$ cat src/rtl/xorz_pkg.sv
package xorz_pkg;
  localparam int CTL_INT_BIT  = 0;
  localparam int CTL_SRC_LSB  = 3;
  localparam int CTL_ZERO_BIT = 7;
  localparam int CTL_FILL_BIT = 8;
  localparam int CTL_WB_BIT   = 12;

  typedef struct packed {
    logic loadDesc;
    logic clrAcc;
    logic accEn;
    logic zeroUpd;
    logic selFill;
  } xorz_strobe_t;
endpackage

$ cat src/rtl/xorz_ctrl.sv
module xorz_ctrl
  import xorz_pkg::*;
#(
  parameter int DATA_W  = 32,
  parameter int CNT_W   = 24,
  parameter int SRC_MAX = 16,
  localparam int SRC_W      = $clog2(SRC_MAX),
  localparam int WORD_BYTES = DATA_W / 8,
  localparam int WB_SH      = $clog2(WORD_BYTES)
) (
  input  logic             clk,
  input  logic             rstN,
  input  logic             start,
  input  logic [DATA_W-1:0] ctrlWord,
  input  logic [CNT_W-1:0] byteCount,
  input  logic             srcValid,
  input  logic [SRC_W-1:0] srcIdx,
  input  logic             dstReady,
  output logic             srcReady,
  output logic             dstValid,
  output logic             busy,
  output logic             doneValid,
  output logic             irq,
  output logic             statusWrite,
  output xorz_strobe_t     strobe
);
  typedef enum logic [1:0] {S_IDLE, S_FETCH, S_EMIT, S_DONE} state_t;

  state_t           state;
  logic [SRC_W-1:0] srcCnt, srcLast;
  logic [CNT_W-1:0] wordsLeft;
  logic             fillMode, zeroMode, intEn, wbEn;

  logic             accept, srcHs, dstHs, lastSrc;
  logic [CNT_W:0]   wordSum;
  logic [CNT_W-1:0] wordsIn;

  assign wordSum = {1'b0, byteCount} + (CNT_W+1)'(WORD_BYTES - 1);
  assign wordsIn = CNT_W'(wordSum >> WB_SH);

  assign accept   = start && (state == S_IDLE);
  assign srcReady = (state == S_FETCH) && (srcIdx == srcCnt);
  assign dstValid = (state == S_EMIT);
  assign srcHs    = srcValid && srcReady;
  assign dstHs    = dstValid && dstReady;
  assign lastSrc  = (srcCnt == srcLast);

  assign busy        = (state != S_IDLE);
  assign doneValid   = (state == S_DONE);
  assign irq         = doneValid && intEn;
  assign statusWrite = doneValid && wbEn;

  always_comb begin
    strobe.loadDesc = accept;
    strobe.clrAcc   = accept || (dstHs && !fillMode) || (srcHs && lastSrc && zeroMode);
    strobe.accEn    = srcHs;
    strobe.zeroUpd  = srcHs && lastSrc && zeroMode;
    strobe.selFill  = fillMode;
  end

  always_ff @(posedge clk) begin
    if (!rstN) begin
      state     <= S_IDLE;
      srcCnt    <= '0;
      srcLast   <= '0;
      wordsLeft <= '0;
      fillMode  <= 1'b0;
      zeroMode  <= 1'b0;
      intEn     <= 1'b0;
      wbEn      <= 1'b0;
    end else begin
      unique case (state)
        S_IDLE: if (accept) begin
          srcCnt    <= '0;
          srcLast   <= ctrlWord[CTL_SRC_LSB +: SRC_W];
          wordsLeft <= wordsIn;
          fillMode  <= ctrlWord[CTL_FILL_BIT];
          zeroMode  <= ctrlWord[CTL_ZERO_BIT] && !ctrlWord[CTL_FILL_BIT];
          intEn     <= ctrlWord[CTL_INT_BIT];
          wbEn      <= ctrlWord[CTL_WB_BIT];
          if (wordsIn == '0)                 state <= S_DONE;
          else if (ctrlWord[CTL_FILL_BIT])   state <= S_EMIT;
          else                               state <= S_FETCH;
        end
        S_FETCH: if (srcHs) begin
          if (lastSrc) begin
            srcCnt <= '0;
            if (zeroMode) begin
              wordsLeft <= wordsLeft - 1'b1;
              if (wordsLeft == CNT_W'(1)) state <= S_DONE;
            end else begin
              state <= S_EMIT;
            end
          end else begin
            srcCnt <= srcCnt + 1'b1;
          end
        end
        S_EMIT: if (dstHs) begin
          wordsLeft <= wordsLeft - 1'b1;
          if (wordsLeft == CNT_W'(1)) state <= S_DONE;
          else if (!fillMode)          state <= S_FETCH;
        end
        S_DONE: state <= S_IDLE;
        default: state <= S_IDLE;
      endcase
    end
  end
endmodule

$ cat src/rtl/xorz_dpath.sv
module xorz_dpath
  import xorz_pkg::*;
#(
  parameter int DATA_W = 32,
  parameter int CNT_W  = 24
) (
  input  logic              clk,
  input  logic              rstN,
  input  xorz_strobe_t      strobe,
  input  logic [DATA_W-1:0] fillValue,
  input  logic [CNT_W-1:0]  byteCount,
  input  logic [DATA_W-1:0] srcData,
  output logic [DATA_W-1:0] dstData,
  output logic [DATA_W-1:0] doneWord
);
  logic [DATA_W-1:0] acc, accNext, fillReg;
  logic [CNT_W-1:0]  countReg;
  logic              nzFlag;

  assign accNext = acc ^ srcData;

  always_ff @(posedge clk) begin
    if (!rstN) begin
      acc      <= '0;
      fillReg  <= '0;
      countReg <= '0;
      nzFlag   <= 1'b0;
    end else begin
      if (strobe.clrAcc)     acc <= '0;
      else if (strobe.accEn) acc <= accNext;
      if (strobe.loadDesc) begin
        fillReg  <= fillValue;
        countReg <= byteCount;
        nzFlag   <= 1'b0;
      end else if (strobe.zeroUpd && (accNext != '0)) begin
        nzFlag <= 1'b1;
      end
    end
  end

  assign dstData = strobe.selFill ? fillReg : acc;

  always_comb begin
    doneWord              = '0;
    doneWord[CNT_W-1:0]   = countReg;
    doneWord[DATA_W-1]    = 1'b1;
    doneWord[DATA_W-2]    = nzFlag;
  end
endmodule

$ cat src/rtl/xor_zero_engine.sv
module xor_zero_engine
  import xorz_pkg::*;
#(
  parameter int DATA_W  = 32,
  parameter int CNT_W   = 24,
  parameter int SRC_MAX = 16,
  localparam int SRC_W  = $clog2(SRC_MAX)
) (
  input  logic              clk,
  input  logic              rstN,
  input  logic              start,
  input  logic [DATA_W-1:0] ctrlWord,
  input  logic [DATA_W-1:0] fillValue,
  input  logic [CNT_W-1:0]  byteCount,
  output logic              busy,
  input  logic              srcValid,
  output logic              srcReady,
  input  logic [SRC_W-1:0]  srcIdx,
  input  logic [DATA_W-1:0] srcData,
  output logic              dstValid,
  input  logic              dstReady,
  output logic [DATA_W-1:0] dstData,
  output logic              doneValid,
  output logic [DATA_W-1:0] doneWord,
  output logic              irq,
  output logic              statusWrite
);
  xorz_strobe_t strobe;

  xorz_ctrl #(.DATA_W(DATA_W), .CNT_W(CNT_W), .SRC_MAX(SRC_MAX)) u_ctrl (
    .clk(clk), .rstN(rstN), .start(start), .ctrlWord(ctrlWord),
    .byteCount(byteCount), .srcValid(srcValid), .srcIdx(srcIdx),
    .dstReady(dstReady), .srcReady(srcReady), .dstValid(dstValid),
    .busy(busy), .doneValid(doneValid), .irq(irq),
    .statusWrite(statusWrite), .strobe(strobe)
  );

  xorz_dpath #(.DATA_W(DATA_W), .CNT_W(CNT_W)) u_dpath (
    .clk(clk), .rstN(rstN), .strobe(strobe), .fillValue(fillValue),
    .byteCount(byteCount), .srcData(srcData), .dstData(dstData),
    .doneWord(doneWord)
  );
endmodule

$ cat config.mk
export PLATFORM = sky130hd
export DESIGN_NAME = xor_zero_engine
export DESIGN_NICKNAME = d
export VERILOG_FILES = /design/src/rtl/xorz_pkg.sv /design/src/rtl/xorz_ctrl.sv /design/src/rtl/xorz_dpath.sv /design/src/rtl/xor_zero_engine.sv
export SDC_FILE = /design/constraint.sdc
export NUM_CORES = 1
export LEC_CHECK = 0
export BUFFER_PORTS_ARGS = -buffer_cell sky130_fd_sc_hd__buf_2
export CAP_MARGIN = 25
export CELL_PAD_IN_SITES_DETAIL_PLACEMENT = 2
export CELL_PAD_IN_SITES_GLOBAL_PLACEMENT = 2
export CORE_MARGIN = 1
export CORE_UTILIZATION = 27
export CTS_BUF_LIST = sky130_fd_sc_hd__clkbuf_8 sky130_fd_sc_hd__clkbuf_16
export DETAILED_ROUTE_END_ITERATION = 7
export PLACE_DENSITY = 0.86
export SLEW_MARGIN = 15
export SYNTH_ARGS = -nofsm -noshare
export SYNTH_HDL_FRONTEND = slang
export SYNTH_SLANG_ARGS = --single-unit
$ cat constraint.sdc
create_clock -name clk -period 1.7 [get_ports clk]
set_input_delay 0.17 -clock clk [delete_from_list [all_inputs] [get_ports clk]]
set_output_delay 0.17 -clock clk [all_outputs]
set_load 0.05 [all_outputs]
## Word level (Yosys, flattened, before mapping)

Cells that the tools add are included.

| word-level totals | value |
|---|---|
| flip-flop bits (word level) | 127 |
| logic and storage cells | 79 |

| operators by class | value |
|---|---|
| eq/ne operators | 13 |
| add/subtract/negate cells | 3 |
| bitwise gates (word level) | 2 |
| reduce and logical (&&, ||, !) cells | 27 |
| mux-type cells | 22 |

Operators with widths:

| kind | number |
|---|---|
| $mux W24 | 5 |
| $pmux W24 S3 | 1 |
| $mux W32 | 1 |
| $reduce_bool A32 Y1 | 1 |
| $xor A32 B32 Y32 | 1 |
| $add A24 B2 Y25 const B | 1 |
| $eq A24 B1 Y1 const B | 1 |
| $logic_not A24 Y1 | 1 |
| $sub A24 B1 Y24 const B | 1 |
| $mux W2 | 10 |
| $mux W4 | 3 |
| $reduce_and A6 Y1 | 2 |
| $logic_and A1 B1 Y1 | 11 |
| $eq A4 B4 Y1 | 2 |
| $ne A2 B1 Y1 const B | 4 |
| $pmux W2 S4 | 1 |
| $pmux W4 S2 | 1 |
| $ne A3 B3 Y1 const B | 2 |
| $add A4 B1 Y4 const B | 1 |
| $eq A2 B2 Y1 const B | 2 |
| $reduce_bool A2 Y1 | 2 |
| $reduce_or A2 Y1 | 2 |
| $reduce_and A3 Y1 | 1 |
| $reduce_bool A3 Y1 | 1 |
| 7 further kinds | 9 |

## Logic depth before layout (Yosys ltp)

| logic depth | value |
|---|---|
| depth in word-level cells | 7 |
| depth in mapped cells | 10 |
| gate-level depth less buffers | 8 |

## Modules after synthesis

From an unflattened synthesis, not the netlist that was laid out.

| unflattened totals | value |
|---|---|
| cell total of the unflattened synthesis | 813 |
| area, all modules | 7106.8 µm² |

By module, submodules not included:

| module | times used | cells an instance | area each (µm²) | seq. area each (µm²) |
|---|---|---|---|---|
| xorz_dpath | 1 | 409 | 4164.0 | 1781.7 |
| xorz_ctrl | 1 | 404 | 2942.8 | 760.7 |

## Least setup slack after synthesis

Ideal clock, no wire load.

| path | value |
|---|---|
| kind | reg-to-reg |
| start | register u_ctrl.state[0] |
| end | register u_ctrl.wordsLeft[11] |
| setup slack | -0.274 ns |
| path buffers | 1 |
| setup time | 0.119 ns |
| stages on the path, launching flop included | 9 |
| arrival time | 1.856 ns |
| cell sequence | dfxtp_1 > inv_1 > ha_1 > a21oi_1 > nor2b_1 > and2_1 > buf_2 > o21a_1 > o221a_2 |

| between the ends | value |
|---|---|
| elaborated cells on any way between the ends | 15 |
| classes of those cells | 7 x eq/ne; 1 x mux; 7 x reduce/logical |

RTL lines:

| item | RTL line | source |
|---|---|---|
| from (decl) | xorz_ctrl.sv:29 | `state_t state;` |
| from (signal assigned) | xorz_ctrl.sv:63 | `state <= S_IDLE;` |
| from (signal assigned) | xorz_ctrl.sv:81 | `if (wordsIn == '0) state <= S_DONE;` |
| from (signal assigned) | xorz_ctrl.sv:82 | `else if (ctrlWord[CTL_FILL_BIT]) state <= S_EMIT;` |
| $eq A2 B2 Y1 * | xorz_ctrl.sv:43 | `assign dstValid = (state == S_EMIT);` |
| net dstValid | xor_zero_engine.sv:20 | `output logic dstValid,` |
| $logic_and A1 B1 Y1 | xorz_ctrl.sv:45 | `assign dstHs = dstValid && dstReady;` |
| $ne A2 B2 Y1 (no line) | - |  |
| $reduce_and A6 Y1 (no line) | - |  |
| to (signal assigned) | xorz_ctrl.sv:76 | `wordsLeft <= wordsIn;` |
| to (signal assigned) | xorz_ctrl.sv:89 | `wordsLeft <= wordsLeft - 1'b1;` |
| to (signal assigned) | xorz_ctrl.sv:99 | `wordsLeft <= wordsLeft - 1'b1;` |
| to (decl) | xorz_ctrl.sv:31 | `logic [CNT_W-1:0] wordsLeft;` |

Mark *: on every way through the listed nets, which the timed path passes. The rest lies on a longest branch.
A chain may end at the register's enable or synchronous reset.

## Worst setup path after layout

| path | value |
|---|---|
| start | register u_ctrl.srcLast[2] |
| end | register u_ctrl.wordsLeft[2] |

| between the ends | value |
|---|---|
| cells in the longest elaborated chain, start to end | 3 |

RTL lines:

| item | RTL line | source |
|---|---|---|
| from (decl) | xorz_ctrl.sv:30 | `logic [SRC_W-1:0] srcCnt, srcLast;` |
| from (signal assigned) | xorz_ctrl.sv:75 | `srcLast <= ctrlWord[CTL_SRC_LSB +: SRC_W];` |
| $eq A4 B4 Y1 | xorz_ctrl.sv:46 | `assign lastSrc = (srcCnt == srcLast);` |
| $ne A2 B1 Y1 (no line) | - |  |
| $reduce_and A6 Y1 (no line) | - |  |

No other way between the ends.

==> results by group <==
Run status
  – Status: finished with violations
  – Failing checks: negative hold slack, negative setup slack

Global route
  – GRT busiest layer: met2
  – Met2 Use GR: 54.08%
  – Tot GR Track Use: roughly 30%
  – M1 GR Usage: 32.55%
  – Vias in the first global route: 9402
  – Met3 Track Usage GR: roughly 5.0%
  – Grt total ovfl: 0
  – First-pass GRT wire length: slightly below 60000 um
  – Antenna violations before repair: 5
  – Largest net degree at the start of global routing: between 40 and 50

Worst hold path
  – Hold_sp: fillValue[10]
  – HP Class: input port to flip-flop

Synth
  – Largest family of logic cells by synthesized area: simple AND/OR/NAND/NOR gates
  – Yosys top cell by area: dfxtp_1
  – Synthesized instance count: 872
  – Yosys warns: 0
  – Xor/xnor share of the synthesized area: about an eighth
  – Area share of the largest cell type after synthesis: roughly 37%
  – Synth Register Bits: roughly 130
  – Post-synth EDFFs: 0
  – Post-synthesis mux area share: under 10%
  – Post-Synth Simple-Gate Area: 24.00%
  – Synth unique cells: 70
  – Area contributors post-synth: dfxtp_1 37%, nand2_1 11%, xnor2_1 7.1%, a21oi_1 6.8%, mux2_2 5.2%
  – Fraction of registers with async set/reset: 0%
  – Synth cell count leaders: 202 x nand2_1, 127 x dfxtp_1, 94 x a21oi_1
  – Post-Syn Area: roughly 6900 um^2
  – Top_reg_cell synth: dfxtp_1
  – Post-Synth Adder-Cell Area: under 10%
  – Complex-gate fraction of the synthesized area: between 10% and 20%
  – Most common cell in the netlist: nand2_1
  – Syn_area_per_cell: just under 8 um^2
  – Sequential share of the synthesized area: 36.69%

Clock network
  – TritonCTS buffer count: 17
  – Clock Path Buffers: 2
  – TritonCTS clock tree: yes
  – H-tree depth: 4
  – Clk Latency, worst-skew pair: ~0.45 ns
  – Clock sinks: roughly 130
  – Root buffer cell: clkbuf_16
  – Worst-path clk slew: ~0.07 ns

Detailed routing
  – ANT nets after route: 0
  – Pre-antenna DRT Iters: 5
  – Residual DRC: 0
  – Total wire length: approximately 48000 um
  – Vias: approximately 9000
  – WL/cell: a little over 30 um
  – Iteration-0 DRC Markers: a little over 600
  – Via/cell ratio: 5.669

STA
  – Final period util: 144.5%
  – Fin. max-slew vios: 0
  – Pin slew with the least headroom to its limit: 0.7305 ns
  – Final worst setup slack: -0.7561 ns
  – Slew HR: 50.92%
  – Setup violators final: about 100
  – Min Tclk post-route: 2.456 ns
  – RSZ-0062 raised after global routing: true
  – Worst hold margin: -0.004548 ns
  – Hold Fails Final Rpt: 1
  – Maximum clock rate: about 410 MHz
  – Worst clock skew: about 0.012 ns

Worst setup path
  – Required time worst endpoint: around 2.0 ns
  – CP startpoint: u_ctrl.srcLast[2]
  – Critical path fanouts, max: 8
  – Endpoint class of the critical path: flip-flop
  – CP startpoint kind: flip-flop
  – Worst setup path class: flip-flop to flip-flop
  – Launch point of the worst reg-to-reg path: u_ctrl.srcLast[2]
  – Worst Path Arrival: 2.77 ns

Flow run
  – Max-cap viol count: 0

Layout
  – Final core utilization: between 40% and 50%
  – Share of cells above drive strength 1: 41.40%
  – Syn-to-layout area delta: 65.15%
  – Final Cell Area: between 10000 and 15000 um^2
  – Final nets: about 1300

Floorplanning
  – Top Ports: between 150 and 200
  – Die H: 162.2 um
  – Core ar.: 25180 um^2
  – Die X: 162.2 um
  – Row count: 58
  – Die area: ~26000 um^2
  – Starting density of the core: between 20 and 30%

Pwr
  – LEAKAGE: between 4 and 5 nW
  – Power per Cell Area: around 1600 nW/um^2
  – Max VDD drop: 615.7 uV

Place
  – Input/output buffers: 167
  – HPWL after DPL: 21480 um
  – Cell Area, Placed: about 9000 um^2
  – Final Wtd Congestion: between 0.8 and 0.9
==> worst paths after layout <==
check                         endpoint  slack, ns  cells after the start
hold / removal     u_dpath.fillReg[10]     -0.005                      3
setup reg to reg   u_ctrl.wordsLeft[2]      -0.76                      9
setup / recovery   u_ctrl.wordsLeft[2]      -0.76                      9
hold reg to reg   u_dpath.countReg[15]       0.46                      2
==> metrics by stage <==
step                      setup WS [ns]  hold slack (ns)  setup TNS [ns]  std cells  total power [mW]
final                           -0.7561        -0.004548          -32.77       1542             18.29
after global routing            -0.7565          0.01250          -34.24       1542             18.68
after CTS                       -0.2659          0.01063          -13.57       1512             15.80
after detailed placement        -0.3447           0.4194          -14.23       1435             10.60
after global placement          -0.1946           0.4129          -8.220       1435             10.19
after floorplan                 -0.1013           0.3060          -4.378        877             7.668
==> critical path, cell delays in order (launching register included) <==
cell and delay, ns:
dfxtp_2 0.36, xnor2_2 0.21, nand4_1 0.20, buf_4 0.21
o41ai_4 0.38, and2_4 0.32, buf_12 0.15, buf_6 0.09
nand2_1 0.05, a21oi_2 0.34
==> per-layer routing <==
metal,up-vias,part of all wire (%)
li1,3616,-
met1,4383,37
met4,0,7.1
met5,-,0
met2,521,50
met3,222,6.0
==> cells by family (layout without fill, tap and decap cells) <==
| group | Yosys count | in the layout |
|---|---|---|
| flops | 127 | 127 |
| buf+inv | 74 | 400 |
| simple gates | 363 | 363 |
| xor+xnor | 96 | 96 |
| mux | 34 | 34 |
| other cells | 2 | 16 |
| fa+ha+maj | 7 | 7 |
| compound gates | 169 | 169 |
==> flip-flops by register name, indices dropped and copies added, names as in the netlist <==
name and flops:
u_dpath.acc 32, u_ctrl.wbEn 1, u_ctrl.fillMode 1, u_dpath.countReg 24
u_dpath.fillReg 32, u_dpath.nzFlag 1, u_ctrl.srcLast 4, u_ctrl.state 2
u_ctrl.srcCnt 4, u_ctrl.zeroMode 1, u_ctrl.wordsLeft 24, u_ctrl.intEn 1
==> final cells by class <==
| cell class | instances | area (um^2) |
|---|---|---|
| clock buffers | 17 | 425.4 |
| flip-flops and latches | 127 | 2567 |
| clock inverters | 15 | 148.9 |
| fillers | 2693 | 13740 |
| repair buffers | 354 | 3123 |
| well taps | 330 | 412.9 |
| diodes | 9 | 22.52 |
| inverters | 14 | 62.56 |
| multi-input cells | 676 | 4681 |
==> cells in the final DEF, fill, tap and decap left out, types with 8 or more instances in the layout <==
cell type / instances
a21oi_1: 78
a21oi_2: 13
buf_12: 14
buf_2: 130
buf_4: 107
buf_6: 32
buf_8: 28
clkbuf_16: 23
dfxtp_1: 115
dfxtp_2: 8
diode_2: 9
dlygate4sd3_1: 32
inv_1: 8
inv_6: 8
mux2_4: 29
nand2_1: 199
nand3_1: 18
nand4_1: 20
nor2_1: 54
o211ai_1: 11
o21ai_2: 9
xnor2_1: 45
xnor2_2: 10
xor2_1: 40
==> report_power, final <==
group	internal [mW]	switching [mW]	total, mW	leakage, nW
Combinational	4.15	6.24	10.4	3.31
Sequential	3.48	0.570	4.05	1.04
Clock	2.06	1.78	3.84	0.278
Total	9.70	8.59	18.3	4.64
==> what timing repair did <==
item,4_1_cts,5_1_grt
cloned,6,5
hold buffers,32,0
gates resized for setup,220,74
buffers inserted,10,16
pin swaps,27,20
setup endpoints to repair,104,135
hold endpoints to repair,32,0
Power figures use the tool's default switching activity.
